<file path="src/rtl/lsg_pkg.sv">
package lsg_pkg;
  localparam int GFC_W = 4;
  localparam logic [GFC_W-1:0] GFC_HALT = 4'hA;
  localparam logic [GFC_W-1:0] GFC_GO   = 4'h5;

  // hysteresis rule for the local halt state
  function automatic logic next_halt(int fill, int hi, int lo, logic cur);
    if (fill >= hi) return 1'b1;
    if (fill <= lo) return 1'b0;
    return cur;
  endfunction

  // reaction of the transmit side to an arriving GFC code
  function automatic logic remote_next(logic [GFC_W-1:0] code, logic cur);
    if (code == GFC_HALT) return 1'b1;
    if (code == GFC_GO)   return 1'b0;
    return cur;
  endfunction

  function automatic int sat_inc(int v, int maxv);
    return (v >= maxv) ? v : v + 1;
  endfunction
endpackage

</file>
<file path="src/rtl/lsg_cell_fifo.sv">
module lsg_cell_fifo #(
  parameter int W     = 32,
  parameter int DEPTH = 8,
  parameter int OVF_W = 8
) (
  input  logic                         clk,
  input  logic                         rst_n,
  input  logic                         push_req,
  input  logic [W-1:0]                 din,
  input  logic                         pop_req,
  output logic                         nonempty,
  output logic [W-1:0]                 dout,
  output logic [$clog2(DEPTH+1)-1:0]   fill,
  output logic                         dropped,
  output logic [OVF_W-1:0]             ovf
);
  import lsg_pkg::*;
  localparam int CNT_W = $clog2(DEPTH+1);
  localparam int AW    = (DEPTH > 1) ? $clog2(DEPTH) : 1;
  localparam int OVF_MAX = (1 << OVF_W) - 1;

  logic [W-1:0]  mem [DEPTH];
  logic [AW-1:0] rd_ptr, wr_ptr;
  logic          full, do_pop, do_push;

  function automatic logic [AW-1:0] bump(logic [AW-1:0] p);
    return (p == AW'(DEPTH-1)) ? '0 : p + 1'b1;
  endfunction

  assign nonempty = (fill != '0);
  assign full     = (fill == CNT_W'(DEPTH));
  assign do_pop   = pop_req && nonempty;
  assign do_push  = push_req && (!full || do_pop);
  assign dropped  = push_req && full && !do_pop;
  assign dout     = mem[rd_ptr];

  always_ff @(posedge clk) begin
    if (do_push) mem[wr_ptr] <= din;
  end

  always_ff @(posedge clk) begin
    if (!rst_n) begin
      rd_ptr <= '0;
      wr_ptr <= '0;
      fill   <= '0;
      ovf    <= '0;
    end else begin
      if (do_push) wr_ptr <= bump(wr_ptr);
      if (do_pop)  rd_ptr <= bump(rd_ptr);
      case ({do_push, do_pop})
        2'b10:   fill <= fill + 1'b1;
        2'b01:   fill <= fill - 1'b1;
        default: fill <= fill;
      endcase
      if (dropped) ovf <= OVF_W'(sat_inc(int'(ovf), OVF_MAX));
    end
  end
endmodule

</file>
<file path="src/rtl/lsg_halt_hyst.sv">
module lsg_halt_hyst #(
  parameter int DEPTH = 8,
  parameter int HI    = 6,
  parameter int LO    = 2
) (
  input  logic                       clk,
  input  logic                       rst_n,
  input  logic [$clog2(DEPTH+1)-1:0] fill,
  output logic                       halt
);
  import lsg_pkg::*;
  always_ff @(posedge clk) begin
    if (!rst_n) halt <= 1'b0;
    else        halt <= next_halt(int'(fill), HI, LO, halt);
  end
endmodule

</file>
<file path="src/rtl/lsg_tx_gate.sv">
module lsg_tx_gate #(
  parameter int W    = 32,
  parameter int SLOT = 4
) (
  input  logic         clk,
  input  logic         rst_n,
  input  logic         rx_valid,
  input  logic [3:0]   rx_gfc,
  input  logic         local_halt,
  input  logic         req_valid,
  input  logic [W-5:0] req_body,
  output logic         req_ready,
  output logic         link_valid,
  output logic [W-1:0] link_cell,
  output logic         slot_start,
  output logic         remote_halt
);
  import lsg_pkg::*;
  localparam int SW = (SLOT > 1) ? $clog2(SLOT) : 1;

  logic [SW-1:0] cnt;
  logic          launch;

  assign slot_start = (cnt == '0);
  assign req_ready  = slot_start && !remote_halt;
  assign launch     = req_ready && req_valid;

  always_ff @(posedge clk) begin
    if (!rst_n) begin
      cnt         <= '0;
      remote_halt <= 1'b0;
      link_valid  <= 1'b0;
      link_cell   <= '0;
    end else begin
      cnt <= (cnt == SW'(SLOT-1)) ? '0 : cnt + 1'b1;
      if (rx_valid) remote_halt <= remote_next(rx_gfc, remote_halt);
      if (slot_start) begin
        link_valid <= 1'b1;
        link_cell  <= {(local_halt ? GFC_HALT : GFC_GO),
                       (launch ? req_body : {(W-4){1'b0}})};
      end
    end
  end
endmodule

</file>
<file path="src/rtl/lsg_link_gate.sv">
module lsg_link_gate #(
  parameter int W         = 32,
  parameter int DEPTH     = 8,
  parameter int HI        = 6,
  parameter int LO        = 2,
  parameter int SLOT      = 4,
  parameter int OVF_W     = 8,
  parameter int RTT_CELLS = 2
) (
  input  logic             clk,
  input  logic             rst_n,
  input  logic             rx_valid,
  input  logic [W-1:0]     rx_cell,
  input  logic             host_ready,
  output logic             host_valid,
  output logic [W-1:0]     host_cell,
  input  logic             tx_req_valid,
  input  logic [W-5:0]     tx_req_body,
  output logic             tx_req_ready,
  output logic             link_valid,
  output logic [W-1:0]     link_cell,
  output logic             local_halt,
  output logic [OVF_W-1:0] ovf_count
);
  localparam int CNT_W = $clog2(DEPTH+1);

  // named internal events, observed by the bound checker
  logic             rx_idle_w;
  logic             drop_w;
  logic             slot_start_w;
  logic             remote_halt_w;
  logic [CNT_W-1:0] fill_w;

  assign rx_idle_w = (rx_cell[W-5:0] == '0);

  lsg_cell_fifo #(.W(W), .DEPTH(DEPTH), .OVF_W(OVF_W)) u_fifo (
    .clk(clk), .rst_n(rst_n),
    .push_req(rx_valid && !rx_idle_w), .din(rx_cell),
    .pop_req(host_ready), .nonempty(host_valid), .dout(host_cell),
    .fill(fill_w), .dropped(drop_w), .ovf(ovf_count)
  );

  lsg_halt_hyst #(.DEPTH(DEPTH), .HI(HI), .LO(LO)) u_hyst (
    .clk(clk), .rst_n(rst_n), .fill(fill_w), .halt(local_halt)
  );

  lsg_tx_gate #(.W(W), .SLOT(SLOT)) u_tx (
    .clk(clk), .rst_n(rst_n),
    .rx_valid(rx_valid), .rx_gfc(rx_cell[W-1:W-4]),
    .local_halt(local_halt),
    .req_valid(tx_req_valid), .req_body(tx_req_body), .req_ready(tx_req_ready),
    .link_valid(link_valid), .link_cell(link_cell),
    .slot_start(slot_start_w), .remote_halt(remote_halt_w)
  );
endmodule

</file>
<file path="config.mk">
export PLATFORM = sky130hd
export DESIGN_NAME = lsg_link_gate
export DESIGN_NICKNAME = d
export VERILOG_FILES = /design/src/rtl/lsg_pkg.sv /design/src/rtl/lsg_cell_fifo.sv /design/src/rtl/lsg_halt_hyst.sv /design/src/rtl/lsg_tx_gate.sv /design/src/rtl/lsg_link_gate.sv
export SDC_FILE = /design/constraint.sdc
export NUM_CORES = 1
export LEC_CHECK = 0
export BUFFER_PORTS_ARGS = -buffer_cell sky130_fd_sc_hd__buf_4
export CAP_MARGIN = 40
export CORE_ASPECT_RATIO = 2
export CORE_MARGIN = 1
export CORE_UTILIZATION = 52
export CTS_CLUSTER_SIZE = 30
export DETAILED_ROUTE_END_ITERATION = 12
export HOLD_SLACK_MARGIN = 0.06
export MAX_ROUTING_LAYER = met4
export PLACE_DENSITY = 0.75
export RECOVER_POWER = 50
export SLEW_MARGIN = 20
export SYNTH_ARGS = -nofsm -noshare
export SYNTH_HDL_FRONTEND = slang
export SYNTH_SLANG_ARGS = --single-unit
</file>
<file path="constraint.sdc">
create_clock -name clk -period 5.1 [get_ports clk]
set_input_delay 0.255 -clock clk [delete_from_list [all_inputs] [get_ports clk]]
set_output_delay 0.255 -clock clk [all_outputs]
set_load 0.1 [all_outputs]
</file>
# After elaboration in Yosys (flattened, before gate mapping)
# Memory sizes are Yosys's and may differ from the RTL's. A register that Yosys moved wholly into a read port is not among the register bits.
# Cells that the tools add are included.
[classes] addsub=6 magnitude_cmp=3 eq_ne=8 muxes=29 bitwise=2 reduce_logical=21
[op_table] operator="$logic_not 28->1" count=1
[op_table] operator="$mux 28" count=1
[op_table] operator="$mux 1" count=22
[op_table] operator="$mux 3" count=4
[op_table] operator="$add 8x1->8 const B" count=1
[op_table] operator="$eq 4x4->1 const B" count=2
[op_table] operator="$ge 8x8->1 const B" count=1
[op_table] operator="$pmux 4 s2" count=1
[op_table] operator="$logic_and 1x1->1" count=7
[op_table] operator="$add 3x1->3 const B" count=2
[op_table] operator="$eq 3x3->1 const B" count=2
[op_table] operator="$reduce_bool 2->1" count=3
[op_table] operator="$add 4x1->4 const B" count=1
[op_table] operator="$eq 2x2->1 const B" count=2
[op_table] operator="$eq 4x3->1 const B" count=1
[op_table] operator="$ge 4x3->1 const B" count=1
[op_table] operator="$le 4x2->1 const B" count=1
[op_table] operator="$logic_not 1->1" count=4
[op_table] operator="$mux 4" count=1
[op_table] operator="$reduce_and 2->1" count=2
[op_table] operator="$reduce_bool 4->1" count=1
[op_table] operator="$sub 4x1->4 const B" count=1
[op_table] operator="$add 2x1->2 const B" count=1
[op_table] operator="$eq 2x1->1 const B" count=1
[op_table] operator="other kinds (4)" count=5
[word_totals] reg_bits=55 ram_bits=256 inputBits=65 memories=1
[mem_list] name="u_fifo.mem" depth=8 word_bits=32 read_ports=1 rd_clocked_by_memory_dff=1 write_ports=1 line="lsg_cell_fifo.sv:22" rtl="logic [W-1:0] mem [DEPTH];"

# Depth between registers and ports, before layout
# Gate-level depths: netlist of the first run.
[depth] word_depth=9 ltp_mapped=11

# By module
# From an unflattened synthesis of the first run, not the netlist that was laid out.
[hier_totals] hier_cells=669 hier_area_um2=12358.1
[modules_own_cells] mod="lsg_cell_fifo" n_inst=1 cells_each=506 area_per_inst_um2=10715.3 seq_area_each_um2=8107.8
[modules_own_cells] mod="lsg_tx_gate" n_inst=1 cells_each=147 area_per_inst_um2=1530.2 seq_area_each_um2=680.7
[modules_own_cells] mod="lsg_link_gate" n_inst=1 cells_each=10 area_per_inst_um2=68.8 seq_area_each_um2=0.0
[modules_own_cells] mod="lsg_halt_hyst" n_inst=1 cells_each=6 area_per_inst_um2=43.8 seq_area_each_um2=20.0

# Least setup slack after synthesis of the first run
# No wires, ideal clock.
[synth_path] path_type="reg-to-reg" from="register u_fifo.fill[0]" to="memory u_fifo.mem[2][0] (enable)" setup_ns=0.513 arrival_ns=4.176 setup_slack_ns=0.411 stages_incl_launch_ff=4 n_path_buf=0 period_less_slack_ns=4.689 cell_sequence="dfxtp_1 or3_4 o221ai_1 nor4b_1"
[synth_between] elab_chain_len=6 word_cells_on_any_way=8 classes_between="eq/ne (1); mux (2); reduce/logical (5)"
[synth_lines] element="start, declared" line="lsg_cell_fifo.sv:13" rtl="output logic [$clog2(DEPTH+1)-1:0] fill,"
[synth_lines] element="start signal, assigned" line="lsg_cell_fifo.sv:51" rtl="2'b10: fill <= fill + 1'b1;"
[synth_lines] element="start signal, assigned" line="lsg_cell_fifo.sv:52" rtl="2'b01: fill <= fill - 1'b1;"
[synth_lines] element="start signal, assigned" line="lsg_cell_fifo.sv:53" rtl="default: fill <= fill;"
[synth_lines] element="$eq 4x4->1 / $reduce_bool 4->1 (equally long branches)" line="lsg_cell_fifo.sv:31, lsg_cell_fifo.sv:30"
[synth_lines] element="$logic_not 1->1 / $logic_and 1x1->1 (equally long branches)" line="lsg_cell_fifo.sv:33, lsg_cell_fifo.sv:32"
[synth_lines] element="$logic_or 1x1->1 *" line="lsg_cell_fifo.sv:33" rtl="assign do_push = push_req && (!full || do_pop);"
[synth_lines] element="$logic_and 1x1->1 *" line="lsg_cell_fifo.sv:33"
[synth_lines] element="$mux 1 *" line="lsg_cell_fifo.sv:38" rtl="if (do_push) mem[wr_ptr] <= din;"
[synth_lines] element="$mux 1 (implied by the code) *" line="lsg_cell_fifo.sv:38"
[synth_lines] element="end, declared" line="lsg_cell_fifo.sv:22"
# Mark *: on every way between the ends. The rest lies on a longest branch, timed or not.

# Worst setup path in the final report of the first run
[layout_path] from="register u_tx.cnt[0]" to="register u_tx.link_cell[21]"
[layout_between] elab_chain_len=4
[layout_lines] element="start, declared" line="lsg_tx_gate.sv:21" rtl="logic [SW-1:0] cnt;"
[layout_lines] element="start signal, assigned" line="lsg_tx_gate.sv:35" rtl="cnt <= (cnt == SW'(SLOT-1)) ? '0 : cnt + 1'b1;"
[layout_lines] element="$logic_not 2->1 *" line="lsg_tx_gate.sv:24" rtl="assign slot_start = (cnt == '0);"
[layout_lines] element="$logic_and 1x1->1" line="lsg_tx_gate.sv:25" rtl="assign req_ready = slot_start && !remote_halt;"
[layout_lines] element="$logic_and 1x1->1" line="lsg_tx_gate.sv:26" rtl="assign launch = req_ready && req_valid;"
[layout_lines] element="$mux 28" line="lsg_tx_gate.sv:40" rtl="(launch ? req_body : {(W-4){1'b0}})};"
[layout_lines] element="end signal, assigned" line="lsg_tx_gate.sv:39" rtl="link_cell <= {(local_halt ? GFC_HALT : GFC_GO),"
[layout_lines] element="end, declared" line="lsg_tx_gate.sv:14" rtl="output logic [W-1:0] link_cell,"
# Marked as above.
# A chain may end at the register's enable or synchronous reset.

==> impl_metrics.csv, run 1 <==
group,metric,value,unit
sta,drv_slew,0,
placed_design,dpl.hpwl,16.0,mm
clocking,cts_max_level,1,
power_and_ir_drop,p_leak,4.90,nW
grt,gr-usage-met3,3.32,%
run_status,status,"finished clean",
grt,grt_first_pass_wirelength,39.5,mm
grt,gr-usage-all-layers,23.4,%
routing,via_count,6707,
synthesis,synth_warnings,0,
sta,post-route-period-util,67.4,%
setup_path,r2r_end,"u_tx.link_cell[21]",
grt,top_usage_layer,"met2",
clocking,numCtsBuffers,25,
die,die-area,24000,sq um
sta,max_slew.worst_pin.slew,1400,ps
die,core_area,22800,sq um
power_and_ir_drop,p_per_area,480,nW/um^2
sta,max_freq,291,MHz
synthesis,synthTopCellsByArea,"edfxtp_1 63%, mux4_2 12%, dfxtp_1 9.2%",
placed_design,io_buffers,140,
die,ios,141,
setup_path,worstSetupEndpoint,"u_tx.link_cell[21]",
grt,grt.overflow.total,0,
die,fp.dieW,110,um
flow_run,cap_violations,0,
setup_path,path_max_fanout,32,
setup_path,worst_r2r_path_depth,8,
setup_path,worst_ep_required_time,5550,ps
sta,fin_skew,11.7,ps
clocking,cts_root_buf,"clkbuf_16",
sta,setup_tns,0,ps
sta,fin_crit,3440,ps
grt,met1_usage,24.8,%
clocking,cts.repair.resized,0,
sta,setup_violations,0,
routing,remaining_drc_errors,0,
grt,grt_max_degree,60,
setup_path,cp.arrival,3890,ps
synthesis,synth_edf_count,256,
worst_hold_path,hold_class,"input pin to flop",
cells_and_area,syn2layout_area_growth,22.5,%
synthesis,syn_nets,731,
clocking,clock-sinks,312,
power_and_ir_drop,ir_drop,0.000520,V
routing,drt_pass1_iterations,4,
setup_path,critPathCaptureType,"flop",
clocking,clk_pin_slew,80,ps
synthesis,async_flop_share,0,%
routing,ant_nets,0,
routing,vias_per_cell,5.72,
clocking,clk_latency,520,ps
cells_and_area,antennaDiodeCount,0,
routing,wl,25.9,mm
synthesis,synth_cells,656,
synthesis,synth_largest_area_cell,"edfxtp_1",
cells_and_area,drive_gt1_share,26.8,%
sta,relSlewSlack,6.71,%
synthesis,ys.flop_type,"edfxtp_1",
synthesis,ys_ff_latch,312,
synthesis,netlist-cell-type-count,49,
die,die_h,218,um
sta,rsz0062_at_grt,"no",
placed_design,place_congestion,0.801,
cells_and_area,fillers,1613,
cells_and_area,mostFrequentLayoutCell,"edfxtp_1",
die,initial_core_util,53.2,%
synthesis,synth.avg_cell_area,18.5,sq um
synthesis,netlist_area,12100,sq um
grt,met2_usage,43.0,%
setup_path,r2r_slack,1660,ps
placed_design,place_ws,1970,ps
sta,setup_slack,1660,ps
grt,grt_pass1_vias,7293,
die,core.rowCount,78,
setup_path,crit_path_start,"u_tx.cnt[0]",
routing,wl_per_cell,22.1,um
grt,antenna_found_initial,0,
synthesis,synth_top_area_share,63.3,%
synthesis,seq_area_frac_synth,72.6,%
cells_and_area,fin_nets,949,
setup_path,r2r_start,"u_tx.cnt[0]",
setup_path,crit_type,"flop to flop",
sta,hold_viol_final,0,
setup_path,crit_path_start_kind,"flop",
cells_and_area,layout_common_cells,"256 x edfxtp_1, 86 x buf_4, 76 x clkbuf_1",
clocking,tritoncts,"done",
routing,drt_iter0_drc,434,
clocking,clk_path_buf_depth,3,
sequential cells by signal, summed over array words and instances, names as in the netlist, named ones only:
signal	count
u_fifo.fill	4
u_fifo.mem	256
u_fifo.ovf	8
u_fifo.rd_ptr	3
u_fifo.wr_ptr	3
u_hyst.halt	1
u_tx.cnt	2
u_tx.link_cell	30
u_tx.link_valid	1
u_tx.remote_halt	1
Yosys cell counts (2+ instances only):
cell type / n
a21boi_0: 4
a21boi_1: 2
a21oi_1: 33
and2_1: 5
and3b_1: 2
buf_1: 4
buf_2: 7
buf_4: 2
clkbuf_1: 21
dfxtp_1: 56
edfxtp_1: 256
ha_1: 10
inv_1: 7
mux2_2: 32
mux2i_1: 4
mux4_2: 64
nand2_1: 11
nand2b_1: 2
nand3_1: 8
nand3b_1: 2
nor2_1: 2
nor2b_1: 63
nor3_1: 3
nor3b_1: 3
nor4_1: 9
nor4b_1: 4
o21ai_0: 11
or3_1: 4
or4_1: 2
xnor2_1: 2
xor2_1: 3
what timing repair did:
item                                   4_1_cts  5_1_grt
setup endpoints to repair                    0        0
buffers inserted                             0        0
hold buffers                                60        0
endpoints found under the hold margin      285        0
stage by stage:
step                util [%]  std cells  total power, W  area (sq um)  hold WS (ps)
finish                  65.1       1172         0.00714         14900           164
floorplan                  -        656         0.00471         12100           354
CTS                     66.4       1171         0.00723         15200           150
global placement        59.5       1061         0.00510         13600           433
global route            65.1       1172         0.00738         14900           166
detailed placement      60.0       1066         0.00519         13700           453
worst min path at each step:
stage | from | to | cells after the start
CTS | rx_valid | u_tx.remote_halt | 4
global route | rx_valid | u_tx.remote_halt | 4
floorplan | rx_cell[0] | u_fifo.mem[0][0] | 0
detailed placement | u_tx.cnt[0] | u_tx.cnt[0] | 1
global placement | u_tx.cnt[0] | u_tx.cnt[0] | 1
finish | rx_valid | u_tx.remote_halt | 4
cell type report:
class                      count  area (sq um)  area share, %
inverter                       7          26.3          0.177
clock buffer                  25           626           4.21
tap                          280           350           2.36
multi-input combinational    301          3190           21.5
clock inverter                20           233           1.56
sequential                   312          8810           59.2
timing repair buffer         227          1630           11.0
worst max-delay path, stage by stage (launching register included):
cell      delay [ps]
dfxtp_1          330
inv_1             60
ha_1             140
clkbuf_1        1020
nor2b_1          270
and2_0           460
clkbuf_1         710
a21oi_1          200
nor2b_1          160
routing by layer:
| metal | wire length, um | vias up | part of all wire (%) |
|---|---|---|---|
| li1 | - | 3030 | - |
| met4 | 707 | 0 | 2.7 |
| met3 | 1350 | 41 | 5.2 |
| met5 | 0 | - | 0 |
| met1 | 9300 | 3393 | 36 |
| met2 | 14600 | 243 | 56 |
logic make-up after synthesis:
family / synth area share (%)
muxes: 15.2
DFF: 72.6
adders and majority gates: 1.03
buffers and inverters: 1.54
xor gates and xnor gates: 0.361
AOI/OAI and AO/OA: 2.82
and+or+nand+nor: 6.52
power by group:
group	switching, W	internal (W)	total [W]
combinational	0.00145	0.000698	0.00215
clock	0.000860	0.00115	0.00201
sequential	0.000105	0.00287	0.00298
(Power assumes the default switching activity.)
==> run 2, diff against run 1 <==
--- a/config.mk
+++ b/config.mk
@@ -5,16 +5,17 @@
 export SDC_FILE = /design/constraint.sdc
 export NUM_CORES = 1
 export LEC_CHECK = 0
+export ABC_AREA = 1
 export BUFFER_PORTS_ARGS = -buffer_cell sky130_fd_sc_hd__buf_4
 export CAP_MARGIN = 40
 export CORE_ASPECT_RATIO = 2
 export CORE_MARGIN = 1
-export CORE_UTILIZATION = 52
+export CORE_UTILIZATION = 55
 export CTS_CLUSTER_SIZE = 30
 export DETAILED_ROUTE_END_ITERATION = 12
 export HOLD_SLACK_MARGIN = 0.06
 export MAX_ROUTING_LAYER = met4
-export PLACE_DENSITY = 0.75
+export PLACE_DENSITY = 0.76
 export RECOVER_POWER = 50
 export SLEW_MARGIN = 20
 export SYNTH_ARGS = -nofsm -noshare
==> constraint.sdc (replaced) <==
create_clock -name clk -period 3.5 [get_ports clk]
set_input_delay 0.175 -clock clk [delete_from_list [all_inputs] [get_ports clk]]
set_output_delay 0.175 -clock clk [all_outputs]
set_load 0.1 [all_outputs]
==> run 2 against run 1 <==
Compared with the run above: flip-flop and latch count unchanged; routed wire length increased by 14%; clock power grew 52%; die area is 1.3% lower; sequential power rose by 48%; clock-buffer cell count grew 11; sequential share of layout area fell by 2.3 points; clock skew grew 0.73 ps; final area increased by 4.0%; total power rose by 68%; largest power group is now combinational logic.
==> impl_metrics.csv, run 2 <==
group,metric,value,unit
sta,hold_ws,83.6,ps
routing,vias_per_cell,5.65,
synthesis,synth.avg_cell_area,11.5,sq um
placed_design,place_congestion,0.798,
synthesis,syn_nets,1172,
routing,dr_wl_met3,1.53,mm
sta,setup_violations,0,
synthesis,yosysMostFrequentCell,"edfxtp_1",
sta,relSlewSlack,5.66,%
clocking,clk_latency,540,ps
clocking,clk_path_buf_depth,3,
clocking,post_cts_buffers,0,
die,core.rowCount,78,
clocking,cts_max_level,1,
die,core_area,22600,sq um
sta,fin_skew,12.4,ps
placed_design,dpl.hpwl,16.7,mm
sta,drv_slew,0,
power_and_ir_drop,power,0.0120,W
synthesis,netlist-cell-type-count,34,
power_and_ir_drop,p_leak,5.52,nW
synthesis,synth_warnings,0,
synthesis,netlist_area,12700,sq um
synthesis,synth_largest_area_cell,"edfxtp_1",
synthesis,seq_area_frac_synth,69.5,%
run_status,status,"finished clean",
power_and_ir_drop,ir_drop,0.000719,V
synthesis,synth_top_area_share,60.7,%
cells_and_area,layout_common_cells,"256 x edfxtp_1, 223 x nor2_1, 172 x nand2_1",
setup_path,critPathTopFamily,"buffers and inverters",
power_and_ir_drop,p_per_area,776,nW/um^2
cells_and_area,final_cell_area,15500,sq um
setup_path,critPathCaptureType,"output port",
routing,wl_per_cell,18.5,um
routing,maxUsedRoutingLayer,"met4",
cells_and_area,fin_nets,1379,
clocking,tritoncts,"done",
synthesis,synth_edf_count,256,
clocking,clk_pin_slew,60,ps
die,fp.dieW,109,um
cells_and_area,syn2layout_area_growth,22.2,%
cells_and_area,largest_reg_flops,256,
flow_run,cap_violations,0,
setup_path,r2r_start,"u_tx.cnt[0]",
routing,wl,29.7,mm
cells_and_area,reg_top3,"u_fifo.mem (256), u_tx.link_cell (30), u_fifo.ovf (8)",
routing,remaining_drc_errors,0,
setup_path,crit_path_start,"u_tx.cnt[0]",
sta,max_freq,325,MHz
synthesis,ys.flop_type,"edfxtp_1",
grt,grt.overflow.total,0,
grt,grt_pass1_vias,9381,
cells_and_area,drive_gt1_share,12.1,%
placed_design,dpl_cell_area,14000,sq um
cells_and_area,antennaDiodeCount,0,
clocking,cts_root_buf,"clkbuf_16",
routing,via_count,9059,
clocking,numCtsBuffers,26,
clocking,clock-sinks,312,
synthesis,async_flop_share,0,%
routing,wl_met1,10.7,mm
worst_hold_path,hold_class,"input pin to flop",
sta,rsz0062_at_grt,"no",
routing,drt_iter0_drc,643,
die,ios,141,
grt,grt_max_degree,79,
synthesis,synth_cells,1097,
worst_hold_path,worstHoldStart,"tx_req_valid",
die,initial_core_util,55.9,%
cells_and_area,regMostFlops,"u_fifo.mem",
grt,gr-usage-all-layers,26.3,%
routing,ant_nets,0,
sta,post-route-period-util,88.0,%
synthesis,synthTopCellsByArea,"edfxtp_1 61%, dfxtp_1 8.9%, nor2_1 6.7%",
sta,setup_tns,0,ps
grt,antenna_found_initial,0,
setup_path,r2r_slack,480,ps
setup_path,path_cells,"inv_1 > ha_1 > inv_1 > clkbuf_1 > nor2_1 > buf_4 > buf_4",
die,die-area,23700,sq um
sta,hold_viol_final,0,
synthesis,ys_ff_latch,312,
sta,max_slew.worst_pin.slew,1420,ps
setup_path,cpPeakStageDelay,1020,ps
placed_design,io_buffers,140,
setup_path,crit_type,"flop to output port",
setup_path,crit_path_start_kind,"flop",
routing,wl_met2,16.6,mm
synthesis,netlist_top_cells_count,"256 x edfxtp_1, 226 x nor2_1, 171 x nand2_1",
sta,fin_crit,3080,ps
setup_path,worst_ep_required_time,3320,ps
setup_path,crit_slowest_cell,"clkbuf_1",
grt,grt_first_pass_wirelength,46.3,mm
setup_path,path_buf_inv,5,
setup_path,cp.arrival,2910,ps
routing,drt_pass1_iterations,5,
cells_and_area,mostFrequentLayoutCell,"edfxtp_1",
die,die_h,217,um
setup_path,path_max_fanout,31,
-- run 2: worst paths after layout --
kind,endpoint,cells past startpoint
worst max-delay path,tx_req_ready,7
worst min-delay path,u_tx.link_cell[24],3
worst max register to register,u_tx.link_cell[19],9
worst min register to register,u_tx.cnt[0],1
-- run 2: area by class of cell --
type / count / area (sq um)
multi-input cells: 670 / 3360
clock inverters: 11 / 161
well taps: 280 / 350
repair buffers: 247 / 1860
fillers: 1603 / 7170
flip-flops and latches: 312 / 8820
inverters: 47 / 180
clock buffers: 36 / 749
-- run 2: routing by layer --
layer | up-vias | global-route usage, %
li1 | 4276 | -
met1 | 4409 | 27.7
met2 | 308 | 48.6
met3 | 66 | 2.83
met4 | 0 | 10.8
met5 | - | -
-- run 2: kinds of logic (layout without fill, tap and decap cells) --
kind of cell,Yosys count,after routing,share of synthesized area (%)
DFF,312,312,69.5
buffers and inverters,115,341,4.29
adders and majority gates,10,10,0.988
xor gates and xnor gates,6,6,0.415
AOI/OAI and AO/OA,182,182,9.41
and+or+nand+nor,472,472,15.4
-- run 2: worst reg2reg max path, stage by stage, from the launching register on --
cell and delay [ps]:
dfxtp_1 360, inv_1 50, ha_1 230, inv_1 60, clkbuf_1 1020, nor2_1 90
buf_4 290, nand3_1 100, dlygate4sd3_1 550, a21oi_1 110
-- run 2: per-stage QoR --
stage                     setup WS (ps)  cells  util, %
after floorplan                     900   1097        -
after global placement             1040   1467     61.7
after detailed placement            991   1468     61.8
after CTS                           617   1603     69.7
after global routing                302   1603     68.3
final                               419   1603     68.3
-- run 2: timing repair --
| action | in CTS | in global routing |
|---|---|---|
| hold buffers | 88 | 0 |
| endpoints found under the hold margin | 305 | 0 |
| resized for setup | 0 | 0 |
-- run 2: where the power goes --
group | leakage, nW | switching, W | internal [W]
logic | 2.29 | 0.00355 | 0.000997
registers | 2.78 | 0.000192 | 0.00421
clock network | 0.440 | 0.00127 | 0.00179
total | 5.52 | 0.00501 | 0.00700
